--- config.mk ---
export PLATFORM = sky130hd
export DESIGN_NAME = spi_xfer_master
export DESIGN_NICKNAME = d
export VERILOG_FILES = /design/src/rtl/spim_pkg.sv /design/src/rtl/spim_fifo.sv /design/src/rtl/spim_engine.sv /design/src/rtl/spi_xfer_master.sv
export SDC_FILE = /design/constraint.sdc
export NUM_CORES = 1
export LEC_CHECK = 0
export CAP_MARGIN = 15
export CORE_MARGIN = 10
export CORE_UTILIZATION = 58
export CTS_CLUSTER_SIZE = 16
export DETAILED_ROUTE_END_ITERATION = 16
export DONT_BUFFER_PORTS = 1
export GPL_TIMING_DRIVEN = 0
export HOLD_SLACK_MARGIN = 0.06
export PLACE_DENSITY_LB_ADDON = 0.1
export SLEW_MARGIN = 10
export SYNTH_ARGS = -nofsm -noshare
export SYNTH_HDL_FRONTEND = slang
export SYNTH_SLANG_ARGS = --single-unit
--- constraint.sdc ---
create_clock -name clk -period 3.7 [get_ports clk]
set_clock_uncertainty 0.2 [all_clocks]
set_input_delay 0.185 -clock clk [delete_from_list [all_inputs] [get_ports clk]]
set_output_delay 0.185 -clock clk [all_outputs]
set_load 0.005 [all_outputs]
--- src/rtl/spim_pkg.sv ---
// Shared constants and types for the SPI master.
// Assumes a 16-bit register bus with word addresses.
package spim_pkg;
    localparam int BUS_W  = 16;
    localparam int ADDR_W = 4;

    localparam logic [ADDR_W-1:0] A_CFG   = 4'd0;
    localparam logic [ADDR_W-1:0] A_BURST = 4'd1;
    localparam logic [ADDR_W-1:0] A_RUN   = 4'd2;
    localparam logic [ADDR_W-1:0] A_SEL   = 4'd4;
    localparam logic [ADDR_W-1:0] A_DIV   = 4'd5;
    localparam logic [ADDR_W-1:0] A_TXCNT = 4'd8;
    localparam logic [ADDR_W-1:0] A_RXCNT = 4'd9;
    localparam logic [ADDR_W-1:0] A_STAT  = 4'd10;
    localparam logic [ADDR_W-1:0] A_DATA  = 4'd12;

    typedef enum logic [1:0] {
        MODE_DUPLEX = 2'd0,
        MODE_SEND   = 2'd1,
        MODE_RECV   = 2'd2,
        MODE_NONE   = 2'd3
    } xfer_mode_e;
endpackage

--- src/rtl/spim_fifo.sv ---
// Synchronous queue with occupancy count and flush.
// Assumes pushes when full and pops when empty are dropped by the caller's
// intent; both are also guarded here.
module spim_fifo #(
    parameter int W     = 16,
    parameter int DEPTH = 8,
    localparam int PW   = (DEPTH > 1) ? $clog2(DEPTH) : 1,
    localparam int LW   = $clog2(DEPTH + 1)
) (
    input  logic          clk,
    input  logic          rst_n,
    input  logic          flush,
    input  logic          push,
    input  logic [W-1:0]  din,
    input  logic          pop,
    output logic [W-1:0]  dout,
    output logic [LW-1:0] level,
    output logic          full,
    output logic          empty
);
    logic [W-1:0]  mem [DEPTH];
    logic [PW-1:0] wptr, rptr;
    logic          do_push, do_pop;

    assign full    = (level == LW'(DEPTH));
    assign empty   = (level == '0);
    assign do_push = push && !full;
    assign do_pop  = pop && !empty;
    assign dout    = mem[rptr];

    function automatic logic [PW-1:0] bump(input logic [PW-1:0] p);
        return (p == PW'(DEPTH - 1)) ? '0 : p + 1'b1;
    endfunction

    // Storage write port.
    always_ff @(posedge clk) begin
        if (do_push) mem[wptr] <= din;
    end

    // Pointer and occupancy bookkeeping.
    always_ff @(posedge clk) begin
        if (!rst_n || flush) begin
            wptr  <= '0;
            rptr  <= '0;
            level <= '0;
        end else begin
            if (do_push) wptr <= bump(wptr);
            if (do_pop)  rptr <= bump(rptr);
            if (do_push && !do_pop)      level <= level + 1'b1;
            else if (do_pop && !do_push) level <= level - 1'b1;
        end
    end
endmodule

--- src/rtl/spim_engine.sv ---
// Serial shift engine: runs one frame per request, MSB first.
// Assumes half_div (divisor/2) and the frame settings stay constant while
// run is high; a half_div of 0 keeps the engine idle.
module spim_engine #(
    parameter int FW  = 16,
    parameter int HW  = 15,
    localparam int BW = $clog2(FW),
    localparam int EW = BW + 1
) (
    input  logic          clk,
    input  logic          rst_n,
    input  logic          run,
    input  logic          cpol,
    input  logic          cpha,
    input  logic [BW-1:0] nbits_m1,
    input  logic [HW-1:0] half_div,
    input  logic          frame_req,
    input  logic [FW-1:0] tx_word,
    output logic          frame_ack,
    output logic          rx_valid,
    output logic [FW-1:0] rx_word,
    output logic          sclk,
    output logic          mosi,
    input  logic          miso,
    output logic          active
);
    logic [HW-1:0] hc;
    logic [EW-1:0] edge_idx;
    logic [FW-1:0] sh, rx_sh, rx_next;
    logic          tick, last_edge, sample, shift;

    assign frame_ack = run && !active && frame_req && (half_div != '0);
    assign tick      = active && (hc == half_div - 1'b1);
    assign last_edge = (edge_idx == {nbits_m1, 1'b1});
    assign sample    = tick && (!edge_idx[0] ^ cpha);
    assign shift     = tick && !sample && (edge_idx != '0);
    assign rx_next   = {rx_sh[FW-2:0], miso};
    assign mosi      = active && sh[FW-1];

    // Frame sequencing, clock generation and shifting.
    always_ff @(posedge clk) begin
        if (!rst_n) begin
            active   <= 1'b0;
            hc       <= '0;
            edge_idx <= '0;
            sh       <= '0;
            rx_sh    <= '0;
            sclk     <= 1'b0;
            rx_valid <= 1'b0;
            rx_word  <= '0;
        end else begin
            rx_valid <= 1'b0;
            if (!run) begin
                active <= 1'b0;
                sclk   <= cpol;
            end else if (frame_ack) begin
                active   <= 1'b1;
                hc       <= '0;
                edge_idx <= '0;
                sh       <= tx_word << (BW'(FW - 1) - nbits_m1);
                rx_sh    <= '0;
                sclk     <= cpol;
            end else if (!active) begin
                sclk <= cpol;
            end else if (tick) begin
                hc       <= '0;
                sclk     <= !sclk;
                edge_idx <= edge_idx + 1'b1;
                if (sample) rx_sh <= rx_next;
                if (shift)  sh    <= {sh[FW-2:0], 1'b0};
                if (last_edge) begin
                    active   <= 1'b0;
                    rx_valid <= 1'b1;
                    rx_word  <= sample ? rx_next : rx_sh;
                end
            end else begin
                hc <= hc + 1'b1;
            end
        end
    end
endmodule

--- src/rtl/spi_xfer_master.sv ---
// Register-programmed SPI master with duplex, send-only and receive-only
// modes. Assumes software changes settings only while RUN is 0.
module spi_xfer_master
    import spim_pkg::*;
#(
    parameter int FW    = 16,
    parameter int DEPTH = 8,
    parameter int NSS   = 4,
    localparam int BW   = $clog2(FW),
    localparam int LW   = $clog2(DEPTH + 1)
) (
    input  logic              clk,
    input  logic              rst_n,
    input  logic              bus_wr,
    input  logic              bus_rd,
    input  logic [ADDR_W-1:0] bus_addr,
    input  logic [BUS_W-1:0]  bus_wdata,
    output logic [BUS_W-1:0]  bus_rdata,
    output logic              sclk,
    output logic              mosi,
    input  logic              miso,
    output logic [NSS-1:0]    ss_n
);
    logic             en_q, cpol_q, cpha_q, coll_q;
    xfer_mode_e       mode_q;
    logic [BW-1:0]    m1_q;
    logic [FW-1:0]    burst_q;
    logic [BUS_W-1:0] div_q;
    logic [NSS-1:0]   sel_q;
    logic [FW:0]      rx_left;

    logic             cfg_ok, data_wr, flush, frame_req, frame_ack;
    logic             eng_active, rx_valid, busy;
    logic [FW-1:0]    rx_word, tx_dout, rx_dout, tx_word;
    logic [LW-1:0]    tx_level, rx_level;
    logic             tx_full, tx_empty, rx_full, rx_empty;

    assign cfg_ok  = bus_wr && !en_q;
    assign data_wr = bus_wr && en_q && (bus_addr == A_DATA);
    assign flush   = bus_wr && (bus_addr == A_RUN) && !bus_wdata[0];
    assign tx_word = (mode_q == MODE_RECV) ? '0 : tx_dout;
    assign busy    = en_q && (eng_active || !tx_empty || (rx_left != '0));
    assign ss_n    = ~(sel_q & {NSS{busy}});

    // Which source feeds the engine in each mode.
    always_comb begin
        case (mode_q)
            MODE_DUPLEX, MODE_SEND: frame_req = !tx_empty;
            MODE_RECV:              frame_req = (rx_left != '0);
            default:                frame_req = 1'b0;
        endcase
    end

    // Configuration, enable, collision flag and receive burst counter.
    always_ff @(posedge clk) begin
        if (!rst_n) begin
            en_q    <= 1'b0;
            cpol_q  <= 1'b0;
            cpha_q  <= 1'b0;
            mode_q  <= MODE_DUPLEX;
            m1_q    <= '0;
            burst_q <= '0;
            div_q   <= '0;
            sel_q   <= '0;
            coll_q  <= 1'b0;
            rx_left <= '0;
        end else begin
            if (cfg_ok && bus_addr == A_CFG) begin
                mode_q <= xfer_mode_e'(bus_wdata[9:8]);
                cpol_q <= bus_wdata[7];
                cpha_q <= bus_wdata[6];
                m1_q   <= bus_wdata[BW-1:0];
            end
            if (cfg_ok && bus_addr == A_BURST) burst_q <= bus_wdata[FW-1:0];
            if (cfg_ok && bus_addr == A_DIV)   div_q   <= bus_wdata;
            if (cfg_ok && bus_addr == A_SEL)   sel_q   <= bus_wdata[NSS-1:0];
            if (bus_wr && bus_addr == A_RUN)   en_q    <= bus_wdata[0];
            if (flush) begin
                coll_q  <= 1'b0;
                rx_left <= '0;
            end else begin
                if (data_wr && mode_q != MODE_RECV && tx_full) coll_q <= 1'b1;
                if (data_wr && mode_q == MODE_RECV && rx_left == '0)
                    rx_left <= {1'b0, burst_q} + 1'b1;
                else if (frame_ack && mode_q == MODE_RECV)
                    rx_left <= rx_left - 1'b1;
            end
        end
    end

    // Register read mux.
    always_comb begin
        case (bus_addr)
            A_CFG:   bus_rdata = (BUS_W'({mode_q, cpol_q, cpha_q}) << 6) | BUS_W'(m1_q);
            A_BURST: bus_rdata = BUS_W'(burst_q);
            A_RUN:   bus_rdata = BUS_W'(en_q);
            A_SEL:   bus_rdata = BUS_W'(sel_q);
            A_DIV:   bus_rdata = div_q;
            A_TXCNT: bus_rdata = BUS_W'(tx_level);
            A_RXCNT: bus_rdata = BUS_W'(rx_level);
            A_STAT:  bus_rdata = BUS_W'({coll_q, rx_full, !rx_empty, !tx_full, busy});
            A_DATA:  bus_rdata = rx_empty ? '0 : BUS_W'(rx_dout);
            default: bus_rdata = '0;
        endcase
    end

    spim_fifo #(.W(FW), .DEPTH(DEPTH)) u_txq (
        .clk(clk), .rst_n(rst_n), .flush(flush),
        .push(data_wr && mode_q != MODE_RECV), .din(bus_wdata[FW-1:0]),
        .pop(frame_ack && mode_q != MODE_RECV), .dout(tx_dout),
        .level(tx_level), .full(tx_full), .empty(tx_empty)
    );

    spim_fifo #(.W(FW), .DEPTH(DEPTH)) u_rxq (
        .clk(clk), .rst_n(rst_n), .flush(flush),
        .push(rx_valid && en_q && mode_q != MODE_SEND), .din(rx_word),
        .pop(bus_rd && bus_addr == A_DATA), .dout(rx_dout),
        .level(rx_level), .full(rx_full), .empty(rx_empty)
    );

    spim_engine #(.FW(FW), .HW(BUS_W - 1)) u_eng (
        .clk(clk), .rst_n(rst_n), .run(en_q), .cpol(cpol_q), .cpha(cpha_q),
        .nbits_m1(m1_q), .half_div(div_q[BUS_W-1:1]), .frame_req(frame_req),
        .tx_word(tx_word), .frame_ack(frame_ack), .rx_valid(rx_valid),
        .rx_word(rx_word), .sclk(sclk), .mosi(mosi), .miso(miso),
        .active(eng_active)
    );
endmodule

==> qor.log, run 1 <==
qor: yosys.synth-edff-count 256
qor: floorplanning.std_cell_rows 65
qor: clock_tree.clock_net_sink_count 416
qor: setup_path.worstSetupPathType reg2reg
qor: detailed_routing.avgViaCountPerCell 6.28
qor: setup_path.critPathMaxStageDelay 0.84 ns
qor: timing.achievable-frequency 0.285 GHz
qor: yosys.synthesis.area_per_instance 12.3 µm²
qor: detailed_routing.detailed_routing_iterations_pass_1 6
qor: setup_path.path_cells clkbuf_1 -> o211ai_1 -> a21oi_1 -> nand2_1 -> nor3b_2 -> buf_4
qor: timing.timing.setup.tns 0 ns
qor: yosys.synthDistinctLibCells 79
qor: floorplanning.die_w 200 µm
qor: layout.antenna_cells_inserted 0
qor: clock_tree.cts_tree yes
qor: layout.final_nets 1,661
qor: flow_run.max_cap_violations 0
qor: clock_tree.cts_buffers 44
qor: place.dp_worst_setup_slack -1.03 ns
qor: grt.first_global_vias 12,500
qor: timing.finalCritPeriodShare 94.9%
qor: power.p_int 7.34 mW
qor: setup_path.critical_path_sink_type flop
qor: timing.timing.hold.ws 0.103 ns
qor: floorplanning.die_h 200 µm
qor: yosys.synth_warnings 0
qor: yosys.synth_nets 1,573
qor: layout.layout-drive-gt1-share 15.7%
qor: floorplanning.pin_count 47
qor: detailed_routing.routed_wirelength 47,400 µm
qor: clock_tree.clock_latency 0.56 ns
qor: power.ir_drop 0.458 mV
qor: hold_path.whs_path_cells 4
qor: detailed_routing.drc_errors 0
qor: power.p_sw 1.99 mW
qor: grt.global_route.usage.total 24.1%
qor: hold_path.worst_hold_path_type in2reg
qor: grt.grt-ovfl-total 0
qor: status.run_status finished clean
qor: layout.mostFrequentLayoutCell edfxtp_1
qor: clock_tree.cts.root.buffer_cell clkbuf_16
qor: layout.layout.cells.most_common_list 256 x edfxtp_1, 159 x dfxtp_1, 157 x nand2_1
qor: grt.wire_length_of_the_first_global_routing_pass 73,700 µm
qor: timing.rsz_0062_raised_after_global_routing no
qor: grt.antenna_found_initial 0
qor: yosys.yosysSeqAreaShare 58.0%
qor: setup_path.cp-start-kind flop
qor: setup_path.critical-path-slowest-cell nor3b_2
qor: floorplanning.start_util 59.2%
qor: place.placed_cell_area 0.0195 mm²
qor: clock_tree.cts_htree_levels 2
qor: power.powerDensity 439 mW/mm²
qor: floorplanning.die_area 0.0400 mm²
qor: timing.timing.final.max_slew_violations 0
qor: yosys.synth_ff_type edfxtp_1
qor: power.power.share.switching 21.4%
qor: power.seqPwrFrac 52.6%
qor: timing.worst_pin_slew 0.970 ns
qor: detailed_routing.detail_route.iter0.violations 1,399
qor: yosys.synth_cells 1,524
qor: place.detailedPlacementHpwl 33,900 µm
qor: floorplanning.core-area 0.0317 mm²
qor: layout.num-fill-cells 2,340
qor: power.clkPwrFrac 45.1%
qor: timing.number_of_failing_hold_endpoints_at_the_final_stage 0
qor: detailed_routing.avgRoutedWirePerCell 23.2 µm
qor: clock_tree.cts.clk_slew.worst_paths 0.06 ns
qor: power.standby_leakage_power 7.29 nW
qor: detailed_routing.num_vias 12,900
qor: setup_path.rr_worst_depth 6
qor: timing.timing.final.setup_violations 0
qor: timing.finalWorstPathRequiredPeriod 3.51 ns
qor: timing.slew_headroom 35.0%
qor: detailed_routing.ant_nets 0
qor: clock_tree.cts.path.max_buffers 3
qor: layout.synthToLayoutAreaGrowth 13.2%
qor: yosys.postSynthRegisterBits 416
qor: setup_path.cp_data_required_time 3.75 ns
qor: yosys.synth_area 0.0188 mm²
qor: layout.stdcell_area 0.0213 mm²
qor: setup_path.worstPathMaxFanout 10
qor: place.place_congestion 0.910
qor: power.combinationalPowerShare 2.4%
qor: place.io_buffer_count 0
qor: yosys.postSynth.asyncResetShare 0%
qor: timing.final.setup.worst_slack 0.189 ns
qor: setup_path.timing.critical_path.arrival 3.56 ns
qor: grt.grt_max_degree 15
power groups by stage:
stage	sequential (mW)	combinational, mW	clock (mW)
final	4.90	0.222	4.20
after global routing	4.90	0.237	4.44
after floorplan	5.00	0.113	0
after detailed placement	5.00	0.156	0
after CTS	4.90	0.214	4.26
after global placement	5.00	0.154	0
state kept, by name, indices dropped and copies added, names as in the netlist, 4 cells and up, named ones only:
name,flops
u_eng.edge_idx,5
u_eng.rx_word,16
u_eng.sh,16
u_rxq.mem,128
u_rxq.level,4
u_eng.hc,15
sel_q,4
div_q,16
m1_q,4
u_eng.rx_sh,16
u_txq.level,4
u_txq.mem,128
rx_left,17
burst_q,16
metrics by stage:
stage / util [%] / instances / power, mW
floorplan: - / 1524 / 5.11
global placement: 60.8 / 1926 / 5.16
detailed placement: 61.6 / 1943 / 5.16
CTS: 66.8 / 2045 / 9.37
global route: 67.0 / 2048 / 9.58
finish: 67.0 / 2048 / 9.33
routing by layer:
metal / global-route usage (%) / routed length [µm] / vias to the layer above
met1: 34.8 / 21100 / 6355
met2: 37.5 / 21600 / 542
met4: 6.17 / 1070 / 0
met3: 3.92 / 3680 / 74
met5: 0 / 0 / -
li1: - / - / 5900
cell families after synthesis:
| logic type | synth area share, % |
|---|---|
| xor+xnor | 3.31 |
| compound gates | 8.26 |
| flops | 58.0 |
| fa+ha+maj | 1.68 |
| buf+inv | 2.61 |
| simple gates | 12.9 |
| mux | 13.2 |
worst max-delay path: cells and delay by family, from the launching register on:
family	cells	cell delay, ns
buffers and inverters	2	0.72
flip-flops	1	0.30
AO/OA/AOI/OAI	2	0.81
AND/OR/NAND/NOR	2	1.14
cells in the mapped netlist, drive strengths merged, types with 14 or more instances:
library cell,count,share of area (%)
a21oi,116,3.1
a22oi,17,0.68
and3,16,0.53
buf,32,0.89
clkbuf,63,1.3
dfxtp,160,17
edfxtp,256,41
ha,22,1.5
inv,23,0.46
mux2,23,1.4
mux2i,74,3.9
mux4,66,7.9
nand2,158,3.2
nand3,47,1.5
nand4,17,0.60
nor2,114,2.3
nor2b,14,0.47
nor3,29,0.77
nor4,16,0.89
o21ai,51,1.4
xnor2,35,1.6
xor2,36,1.7
layout make-up:
cell class                      count  area, µm²  area share, %
Buffer                             93        418           1.97
Clock buffer                       52       1150           5.42
Clock inverter                     28        219           1.03
Inverter                           23       86.3          0.406
Multi-Input combinational cell    990       7540           35.5
Sequential cell                   416      10900           51.2
Tap cell                          402        503           2.37
Timing Repair Buffer               44        445           2.10
final timing paths:
check                               start                            to  slack, ns
max                     en_q$_SDFFE_PN0P_    u_rxq.mem[5][13]$_DFFE_PP_       0.19
min                                bus_wr             en_q$_SDFFE_PN0P_       0.10
max reg2reg             en_q$_SDFFE_PN0P_    u_rxq.mem[5][13]$_DFFE_PP_       0.19
min reg2reg  u_eng.rx_sh[15]$_SDFFE_PN0P_  u_eng.rx_sh[15]$_SDFFE_PN0P_       0.27
timing repair:
| action | 4_1_cts | 5_1_grt |
|---|---|---|
| resized for setup | 19 | 14 |
| buffers inserted | 1 | 4 |
| pin swaps | 1 | 4 |
| hold buffers | 22 | 0 |
| setup endpoints to repair | 49 | 59 |
| hold endpoints to repair | 202 | 0 |
No activity file was read; power rests on OpenSTA's default activity.
==> run 2, diff against run 1 <==
--- a/config.mk
+++ b/config.mk
@@ -6,7 +6,8 @@
 export NUM_CORES = 1
 export LEC_CHECK = 0
 export CAP_MARGIN = 15
-export CORE_MARGIN = 10
+export CORE_ASPECT_RATIO = 0.9
+export CORE_MARGIN = 1
 export CORE_UTILIZATION = 58
 export CTS_CLUSTER_SIZE = 16
 export DETAILED_ROUTE_END_ITERATION = 16
==> qor.log, run 2 (synthesized netlist as in run 1, its figures left out) <==
qor: status.run_status finished clean [unchanged]
qor: clock_tree.cts.path.max_buffers 3 [unchanged]
qor: layout.top_regs u_rxq.mem (128), u_txq.mem (128), rx_left (17) [unchanged]
qor: place.place_congestion 0.944 [was 0.910]
qor: hold_path.worst_hold_path_type in2reg [unchanged]
qor: setup_path.cp-start-kind flop [unchanged]
qor: power.standby_leakage_power 7.31 nW [was 7.29 nW]
qor: timing.number_of_failing_hold_endpoints_at_the_final_stage 0 [unchanged]
qor: floorplanning.die_area 0.0331 mm² [was 0.0400 mm²]
qor: setup_path.rr_worst_depth 13 [was 6]
qor: power.post_layout_total_power 9.23 mW [was 9.33 mW]
qor: timing.finalCritPeriodShare 97.1% [was 94.9%]
qor: timing.timing.final.setup_violations 0 [unchanged]
qor: setup_path.worst-r2r-setup-slack 0.11 ns [was 0.19 ns]
qor: place.io_buffer_count 0 [unchanged]
qor: timing.worst_pin_slew 0.922 ns [was 0.970 ns]
qor: floorplanning.start_util 58.9% [was 59.2%]
qor: detailed_routing.detailed_routing_iterations_pass_1 6 [unchanged]
qor: detailed_routing.drc_errors 0 [unchanged]
qor: setup_path.worst_r2r_endpoint u_txq.level[3]$_SDFFE_PP0P_ [was u_rxq.mem[5][13]$_DFFE_PP_]
qor: timing.timing.setup.tns 0 ns [unchanged]
qor: power.powerDensity 434 mW/mm² [was 439 mW/mm²]
qor: timing.finalWorstPathRequiredPeriod 3.59 ns [was 3.51 ns]
qor: timing.rsz_0062_raised_after_global_routing no [unchanged]
qor: floorplanning.core-area 0.0319 mm² [was 0.0317 mm²]
qor: clock_tree.clock_latency 0.55 ns [was 0.56 ns]
qor: place.place_inst 1,962 [was 1,943]
qor: timing.final.setup.worst_slack 0.108 ns [was 0.189 ns]
qor: clock_tree.cts_buffers 42 [was 44]
qor: clock_tree.cts_htree_levels 2 [unchanged]
qor: detailed_routing.detail_route.iter0.violations 1,682 [was 1,399]
qor: floorplanning.std_cell_rows 62 [was 65]
qor: floorplanning.die_w 192 µm [was 200 µm]
qor: layout.layout-drive-gt1-share 15.8% [was 15.7%]
qor: floorplanning.pin_count 47 [unchanged]
qor: detailed_routing.avgRoutedWirePerCell 22.8 µm [was 23.2 µm]
qor: layout.stdcell_area 0.0213 mm² [about the same]
qor: timing.slew_headroom 38.3% [was 35.0%]
qor: place.dp_worst_setup_slack -0.941 ns [was -1.03 ns]
qor: setup_path.cp_data_required_time 3.96 ns [was 3.75 ns]
qor: setup_path.timing.critical_path.to u_txq.level[3]$_SDFFE_PP0P_ [was u_rxq.mem[5][13]$_DFFE_PP_]
qor: layout.synthToLayoutAreaGrowth 13.2% [about the same]
qor: setup_path.worstSetupPathType reg2reg [unchanged]
qor: flow_run.max_cap_violations 0 [unchanged]
qor: layout.antenna_cells_inserted 0 [unchanged]
qor: detailed_routing.num_vias 12,800 [was 12,900]
qor: detailed_routing.routed_wirelength 47,000 µm [was 47,400 µm]
qor: floorplanning.die_h 173 µm [was 200 µm]
qor: clock_tree.cts_tree yes [unchanged]
qor: place.placed_cell_area 0.0196 mm² [was 0.0195 mm²]
qor: clock_tree.clock_net_sink_count 416 [unchanged]
qor: grt.global_route.usage.total 28.9% [was 24.1%]
qor: place.detailedPlacementHpwl 33,900 µm [about the same]
qor: clock_tree.cts.root.buffer_cell clkbuf_16 [unchanged]
qor: layout.mostFrequentLayoutCell edfxtp_1 [unchanged]
qor: timing.achievable-frequency 0.278 GHz [was 0.285 GHz]
qor: clock_tree.cts.clk_slew.worst_paths 0.06 ns [about the same]
qor: detailed_routing.avgViaCountPerCell 6.23 [was 6.28]
qor: detailed_routing.ant_nets 0 [unchanged]
qor: grt.antenna_found_initial 1 [was 0]
qor: grt.grt_max_degree 15 [unchanged]
qor: setup_path.setup.worst_path.start rx_left[12]$_SDFFE_PP0P_ [was en_q$_SDFFE_PN0P_]
qor: setup_path.critical_path_sink_type flop [unchanged]
qor: setup_path.timing.critical_path.arrival 3.85 ns [was 3.56 ns]
qor: grt.wire_length_of_the_first_global_routing_pass 72,100 µm [was 73,700 µm]
qor: power.ir_drop 0.401 mV [was 0.458 mV]
qor: grt.grt-ovfl-total 0 [unchanged]
qor: setup_path.crit-reg2reg-launch rx_left[12]$_SDFFE_PP0P_ [was en_q$_SDFFE_PN0P_]
qor: timing.timing.final.max_slew_violations 0 [unchanged]
qor: grt.first_global_vias 12,200 [was 12,500]
qor: setup_path.worstPathMaxFanout 7 [was 10]
qor: layout.layout.cells.most_common_list 256 x edfxtp_1, 158 x dfxtp_1, 157 x nand2_1 [was 256 x edfxtp_1, 159 x dfxtp_1, 157 x nand2_1]
qor: layout.final_cells 2,062 [was 2,048]
qor: layout.final_nets 1,662 [was 1,661]
==> run 2: cell count changes in the layout (fill, tap and decap cells not counted), moves of 2 or more <==
cell	before	now
buf_6	3	7
clkbuf_1	66	68
clkbuf_2	1	5
clkbuf_8	2	4
clkinv_1	9	4
clkinv_4	2	0
nor3_2	2	4
nor3_4	3	1
==> run 2: metrics by stage <==
step	utilization, %	hold slack (ns)
after floorplan	-	0.0839
after global placement	60.5	0.0845
after detailed placement	61.5	0.0844
after CTS	66.5	0.0686
after global routing	66.7	0.138
final	66.7	0.113
==> run 2: routing by layer <==
metal  GRT usage, %  wire, µm
met1           45.6     21600
met2           40.0     19800
met3           5.32      4130
met4           9.49      1490
met5              0        13
==> run 2: critical path, stage by stage (launching register included) <==
cell and delay (ns):
dfxtp_1 0.36, nor4_1 0.53, nand4_1 0.34, a21oi_2 0.34, nor3_4 0.10, nand2_4 0.16, ha_1 0.21, inv_1 0.09
ha_1 0.27, a21o_1 0.18, a21oi_1 0.16, xnor2_1 0.10, or3_1 0.31, a21oi_1 0.15
==> run 2: area by class of cell <==
class | count | area, µm²
Tap cell | 416 | 520
Timing Repair Buffer | 48 | 503
Buffer | 92 | 415
Inverter | 23 | 86.3
Sequential cell | 416 | 10900
Fill cell | 2386 | 10600
Clock buffer | 60 | 1180
Clock inverter | 17 | 139
Multi-Input combinational cell | 990 | 7510
==> run 2: worst min-delay path by stage <==
stage               slack, ns                    endpoint          start  cells after the start
floorplan                0.08   u_txq.mem[0][0]$_DFFE_PP_   bus_wdata[0]                      0
finish                   0.11       sel_q[2]$_SDFFE_PN0P_         bus_wr                      5
CTS                      0.07         coll_q$_SDFFE_PP0P_    bus_addr[3]                      7
global placement         0.08  u_txq.mem[0][10]$_DFFE_PP_  bus_wdata[10]                      0
detailed placement       0.08   u_txq.mem[2][8]$_DFFE_PP_   bus_wdata[8]                      0
global route             0.14       sel_q[2]$_SDFFE_PN0P_         bus_wr                      5
==> run 2: what timing repair did <==
action,4_1_cts,5_1_grt
endpoints found under the setup margin,39,60
resized for setup,12,21
pin swaps,1,2
hold buffers,22,0
buffers inserted,1,3
endpoints found under the hold margin,193,0
==> run 2: report_power, final <==
part	switching, mW	internal (mW)
clock	1.74	2.37
sequential	0.0102	4.89
combinational	0.154	0.0649
total	1.90	7.33
